[config.mk]
export PLATFORM = sky130hd
export DESIGN_NAME = nib_pow_unit
export DESIGN_NICKNAME = d
export VERILOG_FILES = /design/src/rtl/nib_pow_pkg.sv /design/src/rtl/nib_pow_mul.sv /design/src/rtl/nib_pow_seq.sv /design/src/rtl/nib_pow_acc.sv /design/src/rtl/nib_pow_unit.sv
export SDC_FILE = /design/constraint.sdc
export NUM_CORES = 1
export LEC_CHECK = 0
export BUFFER_PORTS_ARGS = -buffer_cell sky130_fd_sc_hd__buf_4
export CAP_MARGIN = 20
export CORE_MARGIN = 1
export CORE_UTILIZATION = 30
export CTS_BUF_LIST = sky130_fd_sc_hd__clkbuf_2
export CTS_CLUSTER_SIZE = 16
export DETAILED_ROUTE_END_ITERATION = 6
export HOLD_SLACK_MARGIN = 0.06
export SETUP_SLACK_MARGIN = 0.1
export SYNTH_ARGS = -nofsm -noshare
export SYNTH_HDL_FRONTEND = slang
export SYNTH_SLANG_ARGS = --single-unit
[constraint.sdc]
create_clock -name clk -period 12.5 [get_ports clk]
set_clock_uncertainty 0.15 [all_clocks]
set_input_delay 1.25 -clock clk [delete_from_list [all_inputs] [get_ports clk]]
set_output_delay 1.25 -clock clk [all_outputs]
set_load 0.01 [all_outputs]
[src/rtl/nib_pow_pkg.sv]
// nib_pow_pkg: shared types, command decode and the per-command step program
// for the nibble square/cube unit. Assumes 8-bit command codes; the program is
// expressed in nibble units, so it is independent of the nibble width.
package nib_pow_pkg;

    localparam int CMD_W   = 8;
    localparam int IDX_W   = 4;
    localparam int POS_W   = 3;

    typedef enum logic [3:0] {
        OP_BAD, OP_H2L, OP_HL, OP_H3, OP_H2, OP_L3,
        OP_L2, OP_HL2, OP_SUM, OP_SQ, OP_CU
    } op_e;

    typedef enum logic [1:0] {
        SRC_H, SRC_L, SRC_SQ_HI, SRC_SQ_LO
    } src_e;

    typedef struct packed {
        src_e             a_src;    // first multiplier input
        logic             b_low;    // second input: 1 = L, 0 = H
        logic             keep_sq;  // store the product as the kept square
        logic             acc_en;   // add the weighted product
        logic             add_sum;  // add H+L instead of a product
        logic [1:0]       mult;     // weight 0..3
        logic [POS_W-1:0] pos;      // placement in nibble positions
        logic             last;     // final step of the program
    } step_t;

    function automatic op_e cmd_to_op(input logic [CMD_W-1:0] c);
        op_e o;
        case (c)
            8'h00:   o = OP_H2L;
            8'h10:   o = OP_HL;
            8'h20:   o = OP_H3;
            8'h1A:   o = OP_H2;
            8'h2A:   o = OP_L3;
            8'h3A:   o = OP_L2;
            8'h4A:   o = OP_HL2;
            8'h5A:   o = OP_SUM;
            8'hAA:   o = OP_SQ;
            8'hFF:   o = OP_CU;
            default: o = OP_BAD;
        endcase
        return o;
    endfunction

    function automatic step_t mk(input src_e a, input logic bl, input logic ks,
                                 input logic ae, input logic [1:0] m,
                                 input logic [POS_W-1:0] p, input logic l);
        step_t s;
        s.a_src   = a;
        s.b_low   = bl;
        s.keep_sq = ks;
        s.acc_en  = ae;
        s.add_sum = 1'b0;
        s.mult    = m;
        s.pos     = p;
        s.last    = l;
        return s;
    endfunction

    // Step table: one entry per (operation, step index)
    function automatic step_t prog_step(input op_e op, input logic [IDX_W-1:0] idx);
        step_t s;
        s = mk(SRC_H, 1'b0, 1'b0, 1'b0, 2'd0, 3'd0, 1'b1);
        case (op)
            OP_HL:  s = mk(SRC_H, 1'b1, 1'b0, 1'b1, 2'd1, 3'd0, 1'b1);
            OP_H2:  s = mk(SRC_H, 1'b0, 1'b0, 1'b1, 2'd1, 3'd0, 1'b1);
            OP_L2:  s = mk(SRC_L, 1'b1, 1'b0, 1'b1, 2'd1, 3'd0, 1'b1);
            OP_SUM: s.add_sum = 1'b1;
            OP_H2L, OP_H3: begin
                case (idx)
                    4'd0:    s = mk(SRC_H,     1'b0, 1'b1, 1'b0, 2'd0, 3'd0, 1'b0);
                    4'd1:    s = mk(SRC_SQ_HI, op == OP_H2L, 1'b0, 1'b1, 2'd1, 3'd1, 1'b0);
                    default: s = mk(SRC_SQ_LO, op == OP_H2L, 1'b0, 1'b1, 2'd1, 3'd0, 1'b1);
                endcase
            end
            OP_L3, OP_HL2: begin
                case (idx)
                    4'd0:    s = mk(SRC_L,     1'b1, 1'b1, 1'b0, 2'd0, 3'd0, 1'b0);
                    4'd1:    s = mk(SRC_SQ_HI, op == OP_L3, 1'b0, 1'b1, 2'd1, 3'd1, 1'b0);
                    default: s = mk(SRC_SQ_LO, op == OP_L3, 1'b0, 1'b1, 2'd1, 3'd0, 1'b1);
                endcase
            end
            OP_SQ: begin
                case (idx)
                    4'd0:    s = mk(SRC_H, 1'b0, 1'b0, 1'b1, 2'd1, 3'd2, 1'b0);
                    4'd1:    s = mk(SRC_H, 1'b1, 1'b0, 1'b1, 2'd2, 3'd1, 1'b0);
                    default: s = mk(SRC_L, 1'b1, 1'b0, 1'b1, 2'd1, 3'd0, 1'b1);
                endcase
            end
            OP_CU: begin
                case (idx)
                    4'd0:    s = mk(SRC_H,     1'b0, 1'b1, 1'b0, 2'd0, 3'd0, 1'b0);
                    4'd1:    s = mk(SRC_SQ_HI, 1'b0, 1'b0, 1'b1, 2'd1, 3'd4, 1'b0);
                    4'd2:    s = mk(SRC_SQ_LO, 1'b0, 1'b0, 1'b1, 2'd1, 3'd3, 1'b0);
                    4'd3:    s = mk(SRC_SQ_HI, 1'b1, 1'b0, 1'b1, 2'd3, 3'd3, 1'b0);
                    4'd4:    s = mk(SRC_SQ_LO, 1'b1, 1'b0, 1'b1, 2'd3, 3'd2, 1'b0);
                    4'd5:    s = mk(SRC_L,     1'b1, 1'b1, 1'b0, 2'd0, 3'd0, 1'b0);
                    4'd6:    s = mk(SRC_SQ_HI, 1'b0, 1'b0, 1'b1, 2'd3, 3'd2, 1'b0);
                    4'd7:    s = mk(SRC_SQ_LO, 1'b0, 1'b0, 1'b1, 2'd3, 3'd1, 1'b0);
                    4'd8:    s = mk(SRC_SQ_HI, 1'b1, 1'b0, 1'b1, 2'd1, 3'd1, 1'b0);
                    default: s = mk(SRC_SQ_LO, 1'b1, 1'b0, 1'b1, 2'd1, 3'd0, 1'b1);
                endcase
            end
            default: ;
        endcase
        return s;
    endfunction

endpackage

[src/rtl/nib_pow_mul.sv]
// nib_pow_mul: unsigned W x W array multiplier, combinational.
// Assumes both inputs are unsigned; product is 2*W bits.
module nib_pow_mul #(
    parameter int W = 4
) (
    input  logic [W-1:0]   a,
    input  logic [W-1:0]   b,
    output logic [2*W-1:0] p
);
    logic [2*W-1:0] row [W];

    // One shifted copy of a per set bit of b
    for (genvar i = 0; i < W; i++) begin : g_row
        assign row[i] = b[i] ? ({{W{1'b0}}, a} << i) : '0;
    end

    // Sum the rows
    always_comb begin
        p = '0;
        for (int i = 0; i < W; i++) begin
            p = p + row[i];
        end
    end
endmodule

[src/rtl/nib_pow_seq.sv]
// nib_pow_seq: accepts a start when idle, latches operand and decoded command,
// and walks the step program one step per cycle until the last step.
// Assumes start is ignored while busy.
module nib_pow_seq
    import nib_pow_pkg::*;
#(
    parameter int NIB_W  = 4,
    parameter int OPND_W = 2 * NIB_W
) (
    input  logic              clk,
    input  logic              rst_n,
    input  logic              start,
    input  logic [CMD_W-1:0]  cmd,
    input  logic [OPND_W-1:0] operand,
    output logic              busy,
    output logic              load,
    output logic [OPND_W-1:0] opnd_q,
    output step_t             step
);
    op_e              op_q;
    logic [IDX_W-1:0] idx_q;

    assign load = start && !busy;

    // Current step from the program table
    always_comb step = prog_step(op_q, idx_q);

    // Sequencing state: capture on accepted start, advance while busy
    always_ff @(posedge clk) begin
        if (!rst_n) begin
            busy   <= 1'b0;
            idx_q  <= '0;
            op_q   <= OP_BAD;
            opnd_q <= '0;
        end else if (load) begin
            busy   <= 1'b1;
            idx_q  <= '0;
            op_q   <= cmd_to_op(cmd);
            opnd_q <= operand;
        end else if (busy) begin
            if (step.last) begin
                busy <= 1'b0;
            end else begin
                idx_q <= idx_q + 1'b1;
            end
        end
    end
endmodule

[src/rtl/nib_pow_acc.sv]
// nib_pow_acc: operand multiplexers, shared multiplier, weight/shift logic
// and the accumulator plus kept-square register. Assumes clear arrives in the
// cycle a start is accepted, so the accumulator is zero at step 0.
module nib_pow_acc
    import nib_pow_pkg::*;
#(
    parameter int NIB_W = 4,
    parameter int RES_W = 6 * NIB_W
) (
    input  logic             clk,
    input  logic             rst_n,
    input  logic             clear,
    input  logic             valid,
    input  step_t            step,
    input  logic [NIB_W-1:0] hi,
    input  logic [NIB_W-1:0] lo,
    output logic [RES_W-1:0] acc_next,
    output logic             finish
);
    localparam int PW = 2 * NIB_W;

    logic [NIB_W-1:0] a_op, b_op;
    logic [PW-1:0]    prod, sq_q;
    logic [PW+1:0]    scaled;
    logic [RES_W-1:0] term, acc_q;
    int unsigned      sh;

    // First multiplier input select
    always_comb begin
        case (step.a_src)
            SRC_H:     a_op = hi;
            SRC_L:     a_op = lo;
            SRC_SQ_HI: a_op = sq_q[PW-1:NIB_W];
            default:   a_op = sq_q[NIB_W-1:0];
        endcase
    end

    assign b_op = step.b_low ? lo : hi;

    nib_pow_mul #(.W(NIB_W)) u_mul (.a(a_op), .b(b_op), .p(prod));

    // Weight by 0..3 using shift and add only
    always_comb begin
        case (step.mult)
            2'd1:    scaled = {2'b00, prod};
            2'd2:    scaled = {1'b0, prod, 1'b0};
            2'd3:    scaled = {1'b0, prod, 1'b0} + {2'b00, prod};
            default: scaled = '0;
        endcase
    end

    // Term placement and accumulator next value
    always_comb begin
        sh = int'(step.pos) * NIB_W;
        if (step.add_sum) begin
            term = RES_W'({1'b0, hi} + {1'b0, lo});
        end else if (step.acc_en) begin
            term = RES_W'(scaled) << sh;
        end else begin
            term = '0;
        end
        acc_next = acc_q + term;
    end

    assign finish = valid && step.last;

    // Accumulator and kept-square registers
    always_ff @(posedge clk) begin
        if (!rst_n) begin
            acc_q <= '0;
            sq_q  <= '0;
        end else if (clear) begin
            acc_q <= '0;
        end else if (valid) begin
            acc_q <= acc_next;
            if (step.keep_sq) begin
                sq_q <= prod;
            end
        end
    end
endmodule

[src/rtl/nib_pow_unit.sv]
// nib_pow_unit: top of the command-driven nibble square/cube unit.
// Assumes unsigned operands and one operation in flight at a time.
module nib_pow_unit
    import nib_pow_pkg::*;
#(
    parameter  int NIB_W  = 4,
    localparam int OPND_W = 2 * NIB_W,
    localparam int RES_W  = 3 * OPND_W
) (
    input  logic              clk,
    input  logic              rst_n,
    input  logic              start,
    input  logic [CMD_W-1:0]  cmd,
    input  logic [OPND_W-1:0] operand,
    output logic [RES_W-1:0]  result,
    output logic              done
);
    logic              busy, load, finish;
    logic [OPND_W-1:0] opnd_q;
    step_t             step;
    logic [RES_W-1:0]  acc_next;

    nib_pow_seq #(.NIB_W(NIB_W), .OPND_W(OPND_W)) u_seq (
        .clk(clk), .rst_n(rst_n), .start(start), .cmd(cmd), .operand(operand),
        .busy(busy), .load(load), .opnd_q(opnd_q), .step(step)
    );

    nib_pow_acc #(.NIB_W(NIB_W), .RES_W(RES_W)) u_acc (
        .clk(clk), .rst_n(rst_n), .clear(load), .valid(busy), .step(step),
        .hi(opnd_q[OPND_W-1:NIB_W]), .lo(opnd_q[NIB_W-1:0]),
        .acc_next(acc_next), .finish(finish)
    );

    // Result register and done pulse
    always_ff @(posedge clk) begin
        if (!rst_n) begin
            result <= '0;
            done   <= 1'b0;
        end else begin
            done <= finish;
            if (finish) begin
                result <= acc_next;
            end
        end
    end
endmodule

==> results.txt, run 1 <==
----------------------------------------------------
[Run status]
  Outcome ... finished clean

[Yosys]
  Number of unique standard cell types used by synthesis ... between 60 and 70
  Post-synth EDFFs ... 0
  Syn_nets ... ~830
  Cell area after synthesis ... a little over 0.006 mm^2
  Syn_area_per_cell ... about 8 um^2
  Dominant combinational cell family by area after synthesis ... compound AO/OA/AOI/OAI gates
  Largest cells by area after synthesis ... dfxtp_1, ha_1, mux2i_1
  Number of instances in the synthesized netlist ... about 760
  Parity-gate share of the synthesized area counting xor and xnor cells ... 4.60%
  Fraction of the mapped netlist area in compound gates ... around a quarter
  Post-synth top area share ... ~27%
  Biggest area consumer among synthesized cells ... dfxtp_1
  Predominant post-synthesis flop cell ... dfxtp_1
  Synthesis-stage register bit count ... 83
  Adder-cell share of the synthesized area ... 12.1%
  List of most frequent post-synthesis cells ... nand2_1, nor2_1, dfxtp_1, a21oi_1, ha_1
  Fraction of synthesized area in multiplexers ... under 10%
  Share of synthesized registers carrying an async set or reset ... 0%
  Sequential cell area fraction in the yosys report ... 27.3%
  Synthesized-area fraction occupied by and/or/nand/nor cells ... 22.0%
  Synth Warn # ... 0

[Route]
  Routed vias/inst ... 5.23
  Wire length on met3 ... between 500 and 600 um
  WL per Instance ... between 15 and 20 um
  DRC marker count from the first detailed-route iteration ... approximately 330
  Total wire length ... between 15000 and 20000 um
  Post-route DRC violation count ... 0
  Via Count ... roughly 5500
  1st-pass router iterations ... 5
  Wire length on met1 ... roughly 7800 um
  Residual antenna-violating net count after detailed routing ... 0
  Detail Route met2 WL ... roughly 7200 um
  Max Used Layer ... met4

[STA]
  Highest attainable clock frequency ... between 0.1 and 0.15 GHz
  Relative slew slack ... between 10% and 20%
  Final period util ... between 70% and 80%
  TNS Setup ... 0 ps
  Setup repair after global routing missed its margin ... false
  Hold violation total from the final report ... 0
  Setup-failing EPs final ... 0
  Final Max Slew Viols ... 0
  Slew of the pin with the lowest slew margin ... approximately 1300 ps
  Final worst path period need ... about 9600 ps

[CTS]
  CTS clock-pin slew for the worst setup and hold paths ... 220 ps
  Hold_buf cts ... 0
  CTS tree ... done
  Number of buffers inserted to repair setup after CTS ... 0
  Later-pin clock latency in the skew report ... slightly above 600 ps
  TritonCTS Buffers ... 9
  Maximum count of clock buffers along a single path ... 2
  CTS Sinks ... between 80 and 90
  CTS H-tree lvls ... 3
  Library cell used as clock root buffer ... clkbuf_2
  Post-cts gate resize count ... 0

[Floorplan]
  Standard-cell rows ... a little over 50
  Starting density of the core ... ~31%
  Number of top-level pins ... 44
  Die X ... 145 um
  Height of the chip ... 145 um
  Die area ... about 0.021 mm^2
  Total core area ... 0.0197 mm^2

[Place]
  RePlAce Congestion ... about 0.97
  Half-perimeter wire length after detailed placement ... 12400 um
  Count of placed standard cells including taps ... roughly 1000
  # port buffers ... 43
  DP Area ... roughly 0.0067 mm^2

[Global route]
  Global-route wire length before repair ... around 26000 um
  Via count of the first global-routing pass ... around 5100
  Overall global routing resource usage ... about 16%
  Largest net degree at the start of global routing ... 40
  Grt total ovfl ... 0
  Initial antenna violation count ... 1

[Setup path]
  Cell repeated most along the worst path ... ha_1
  CP max FO ... 12
  Slowest cell on the critical path ... a22oi_1
  Startpoint-to-endpoint class of the critical path ... register to register
  Required time of the critical path ... roughly 13000 ps
  Slowest stage delay, CP ... between 900 and 1000 ps
  Nature of the critical path endpoint ... register
  Sort of element at the start of the critical path ... register
  CP Data Arrival Time ... between 9000 and 10000 ps
  Path depth of the worst reg2reg path ... 33

[Power]
  Ratio of total power to cell area ... ~70 mW/mm^2
  Fraction of power consumed by combinational cells ... 12.1%
  Proportion of power drawn by flip-flops and latches ... approximately 59%
  Switching component of the power ... roughly 0.00013 W
  Leakage power figure ... 2.88 nW
  Share of power burned in the clock network ... just under 30%
  Switching part of the total power ... between 20% and 30%
  Final Power ... approximately 0.00047 W
  Peak supply drop ... 0.0376 mV
  Internal power ... 0.000335 W

[Finish]
  Non-Filler Cell Area, Final ... approximately 0.0068 mm^2
  Layout cells sized above 1 ... 9.87%
  Layout fillers ... between 2000 and 2500
  Number of standard cells in the layout, taps in and fillers out ... around 1100
  Area growth from synthesis to layout ... 11.0%
  Number of nets in the layout ... 860

[Flow run]
  Max-Cap Viols ... 0

[Worst hold path]
  Class of the worst hold path ... register to register
  Number of instances on the worst hold path ... 2

----------------------------------------------------
## metrics by stage
| step | setup slack [ps] | utilization, % | hold WS [ps] |
|---|---|---|---|
| after global placement | 3160 | 33.9 | 294 |
| after detailed placement | 3040 | 33.9 | 298 |
| after CTS | 3000 | 34.4 | 320 |
| after global routing | 2360 | 34.4 | 341 |
| final | 2920 | 34.4 | 318 |
| after floorplan | 4640 | - | 297 |
## power groups by stage
stage | clock network, W | logic, W | registers (W)
after CTS | 0.000143 | 0.0000579 | 0.000274
after global placement | 0 | 0.0000574 | 0.000279
after detailed placement | 0 | 0.0000578 | 0.000279
final | 0.000136 | 0.0000567 | 0.000274
after floorplan | 0 | 0.0000368 | 0.000278
after global routing | 0.000155 | 0.0000627 | 0.000275
## layout by cell type, fill, tap and decap left out, drive strengths merged, types with 5 or more instances in the layout
cell type,n
nand3,15
nor3b,7
nand2b,12
a22o,17
buf,50
dfxtp,83
fa,8
a21o,16
a211oi,25
and3,6
nand3b,8
xnor2,23
inv,23
nor4,5
a221oi,5
a21oi,57
nand2,85
xor2,9
o21ai,45
clkbuf,10
mux2i,36
nor2b,17
ha,46
and2,10
nor2,85
nor3,8
a32oi,5
## layer usage
layer / GRT usage, % / vias to the layer above
met5: 0 / -
met4: 8.53 / 0
met3: 3.01 / 29
met2: 25.4 / 89
met1: 21.1 / 2603
li1: - / 2804
## worst paths after layout
| check | from | end | slack, ps |
|---|---|---|---|
| min | result[12] | result[12] | 320 |
| max reg2reg | u_seq.idx_q[0] | result[22] | 2920 |
| min reg2reg | result[12] | result[12] | 320 |
| max | u_seq.idx_q[0] | result[22] | 2920 |
## cell families (layout without fill, tap and decap cells)
family | after synthesis | after routing
flops | 83 | 83
fa+ha+maj | 54 | 54
other cells | 0 | 1
mux | 39 | 39
buf+inv | 56 | 88
simple gates | 278 | 278
xor+xnor | 32 | 32
compound gates | 216 | 216
## layout make-up
| type | count | area, um^2 | area share [%] |
|---|---|---|---|
| diodes | 1 | 2.50 | 0.0370 |
| multi-input cells | 619 | 4210 | 62.3 |
| repair buffers | 50 | 373 | 5.51 |
| well taps | 265 | 332 | 4.90 |
| clock inverters | 4 | 43.8 | 0.648 |
| flip-flops and latches | 83 | 1660 | 24.6 |
| inverters | 24 | 90.1 | 1.33 |
| clock buffers | 10 | 50.0 | 0.740 |
## worst max-delay path, delay by kind of cell, from the launching register on
kind	cells	cell delay (ps)
xor gates and xnor gates	1	240
DFF	1	390
buffers and inverters	3	300
and+or+nand+nor	6	1330
AOI/OAI and AO/OA	13	3860
muxes	2	540
adders and majority gates	8	2680
Note: power is estimated with default switching activity, not from simulation.
==> run 2, diff against run 1 <==
==> constraint.sdc (replaced) <==
create_clock -name clk -period 9.9 [get_ports clk]
set_clock_uncertainty 0.15 [all_clocks]
set_input_delay 0.99 -clock clk [delete_from_list [all_inputs] [get_ports clk]]
set_output_delay 0.99 -clock clk [all_outputs]
set_load 0.01 [all_outputs]
==> run 2 against run 1 <==
  * Combinational power grew 28%
  * Register-to-register slack lost 1900 ps
  * Sequential share of layout area shrank 0.17 points
  * Fmax grew 7.9%
  * Non-clock buffer count grew 1
  * Via count grew 0.81%
  * Final cell count grew 0.28%
  * Total power grew 33%
  * Critical path type unchanged
  * Highest routed layer unchanged
==> results.txt, run 2 (synthesis gave the netlist of run 1 again) <==
----------------------------------------------------
[Run status]
  Outcome ... finished clean

[Global route]
  Initial antenna violation count ... 1 (unchanged)
  Met2 track utilization from global routing ... 25.9% (+0.53 points)
  Largest net degree at the start of global routing ... 41 (+2.5%)
  Global-route wire length before repair ... 26000 um (-1.1%)
  Layer carrying the most global-route usage ... met2
  Global routing usage on met3 ... 2.35% (-0.66 points)
  Grt total ovfl ... 0 (unchanged)
  Via count of the first global-routing pass ... 5047 (-1.5%)
  GRT met1 Usage ... 20.8% (-0.35 points)
  Overall global routing resource usage ... 16.1% (-0.17 points)

[Setup path]
  Required time of the critical path ... 10300 ps (-2560 ps)
  CP max FO ... 8 (-4)
  Nature of the critical path endpoint ... register
  CP Data Arrival Time ... 9280 ps (-650 ps)
  Sort of element at the start of the critical path ... register
  Startpoint-to-endpoint class of the critical path ... register to register
  Slowest stage delay, CP ... 540 ps (-440 ps)
  Slowest cell on the critical path ... fa_1
  Crit path launch ... u_seq.idx_q[0]
  Reg-to-reg critical path startpoint ... u_seq.idx_q[0]

[Route]
  Routed vias/inst ... 5.26 (+0.53%)
  DRC marker count from the first detailed-route iteration ... 342 (+2.7%)
  Via Count ... 5570 (+0.81%)
  Total wire length ... 16000 um (-0.63%)
  1st-pass router iterations ... 5 (unchanged)
  Post-route DRC violation count ... 0 (unchanged)
  Residual antenna-violating net count after detailed routing ... 0 (unchanged)
  WL per Instance ... 15.1 um (-0.92%)

[CTS]
  Hold_buf cts ... 0 (unchanged)
  CTS Sinks ... 83 (unchanged)
  CTS tree ... done
  Later-pin clock latency in the skew report ... 610 ps (about the same)
  TritonCTS Buffers ... 9 (unchanged)
  CTS clock-pin slew for the worst setup and hold paths ... 240 ps (+20 ps)
  CTS H-tree lvls ... 3 (unchanged)
  Maximum count of clock buffers along a single path ... 2 (unchanged)
  Number of buffers inserted to repair setup after CTS ... 0 (unchanged)
  Library cell used as clock root buffer ... clkbuf_2
  Post-cts gate resize count ... 0 (unchanged)

[Floorplan]
  Height of the chip ... 145 um (unchanged)
  Die area ... 0.0209 mm^2 (unchanged)
  Starting density of the core ... 31.0% (unchanged)
  Number of top-level pins ... 44 (unchanged)
  Die X ... 145 um (unchanged)
  Total core area ... 0.0197 mm^2 (unchanged)
  Standard-cell rows ... 51 (unchanged)

[STA]
  Final Max Slew Viols ... 0 (unchanged)
  Relative slew slack ... 31.0% (+18 points)
  Slew of the pin with the lowest slew margin ... 1030 ps (-267 ps)
  Minimum setup slack in the final design ... 1020 ps (-1900 ps)
  Setup repair after global routing missed its margin ... false
  Highest attainable clock frequency ... 0.113 GHz (+7.9%)
  Hold violation total from the final report ... 0 (unchanged)
  Final period util ... 89.7% (+13 points)
  Final worst path period need ... 8880 ps (-700 ps)
  Setup-failing EPs final ... 0 (unchanged)
  TNS Setup ... 0 ps (unchanged)

[Power]
  Switching part of the total power ... 27.4% (-0.81 points)
  Proportion of power drawn by flip-flops and latches ... 55.7% (-3.0 points)
  Peak supply drop ... 0.0413 mV (+9.8%)
  Share of power burned in the clock network ... 32.6% (+3.4 points)
  Fraction of power consumed by combinational cells ... 11.7% (-0.4 points)
  Switching component of the power ... 0.000170 W (+29%)
  Leakage power figure ... 2.90 nW (+0.55%)
  Internal power ... 0.000450 W (+34%)
  Ratio of total power to cell area ... 91.2 mW/mm^2 (+32%)

[Worst hold path]
  Hold Startpoint ... result[12]
  Class of the worst hold path ... register to register

[Place]
  RePlAce Congestion ... 0.937 (-3.1%)
  DP Area ... 0.00668 mm^2 (+0.23%)
  # port buffers ... 43 (unchanged)
  Placement Setup Slack ... 986 ps (-2050 ps)
  Half-perimeter wire length after detailed placement ... 12300 um (-0.66%)

[Flow run]
  Max-Cap Viols ... 0 (unchanged)

[Finish]
  Final design utilization ... 34.6% (+0.24 points)
  Commonest non-fill, non-tap cells in the layout ... nor2_1, nand2_1, dfxtp_1
  Non-Filler Cell Area, Final ... 0.00681 mm^2 (+0.68%)
  Layout cells sized above 1 ... 10.1% (+0.21 points)
  Number of nets in the layout ... 861 (+0.12%)
  Area growth from synthesis to layout ... 11.7%

----------------------------------------------------
==> run 2: changes by cell type in the layout (fill, tap and decap cells not counted) <==
cell,change
clkinvlp_4,+1
clkinv_1,+1
buf_2,-1
bufinv_16,+1
buf_4,+2
clkinv_2,-1
==> run 2: stage by stage <==
stage	power [W]	cells	hold WS [ps]
after floorplan	0.000398	758	297
after global placement	0.000425	1042	294
after detailed placement	0.000425	1042	298
after CTS	0.000632	1058	322
after global routing	0.000654	1059	339
final	0.000621	1059	317
==> run 2: path summary, 6_finish.rpt <==
path,slack [ps],end,depth (start not counted)
max,1020,result[22],34
max reg2reg,1020,result[22],34
min reg2reg,320,result[12],2
min,320,result[12],2
==> run 2: worst max-delay path: cells and delay by family, from the launching register on <==
kind	cells	cell delay (ps)
mux	2	750
xor+xnor	1	110
fa+ha+maj	6	2300
simple gates	6	1290
compound gates	15	3480
buf+inv	4	360
flops	1	390
==> run 2: power groups by stage <==
stage | registers [W] | clock network, W | logic, W
6_report | 0.000346 | 0.000202 | 0.0000724
5_1_grt | 0.000347 | 0.000227 | 0.0000796
4_1_cts | 0.000346 | 0.000213 | 0.0000731
3_5_place_dp | 0.000352 | 0 | 0.0000728
3_3_place_gp | 0.000352 | 0 | 0.0000729
2_1_floorplan | 0.000351 | 0 | 0.0000465
==> run 2: per-layer routing <==
| layer | up-vias | routed length [um] |
|---|---|---|
| li1 | 2814 | - |
| met1 | 2604 | 7470 |
| met3 | 26 | 590 |
| met4 | 0 | 512 |
| met5 | - | 0 |
| met2 | 126 | 7390 |
==> run 2: area by class of cell <==
cell class | count | area, um^2
well taps | 265 | 332
inverters | 24 | 90.1
diodes | 1 | 2.50
clock buffers | 10 | 50.0
clock inverters | 6 | 80.1
flip-flops and latches | 83 | 1660
fillers | 2137 | 12800
repair buffers | 51 | 383
multi-input cells | 619 | 4210
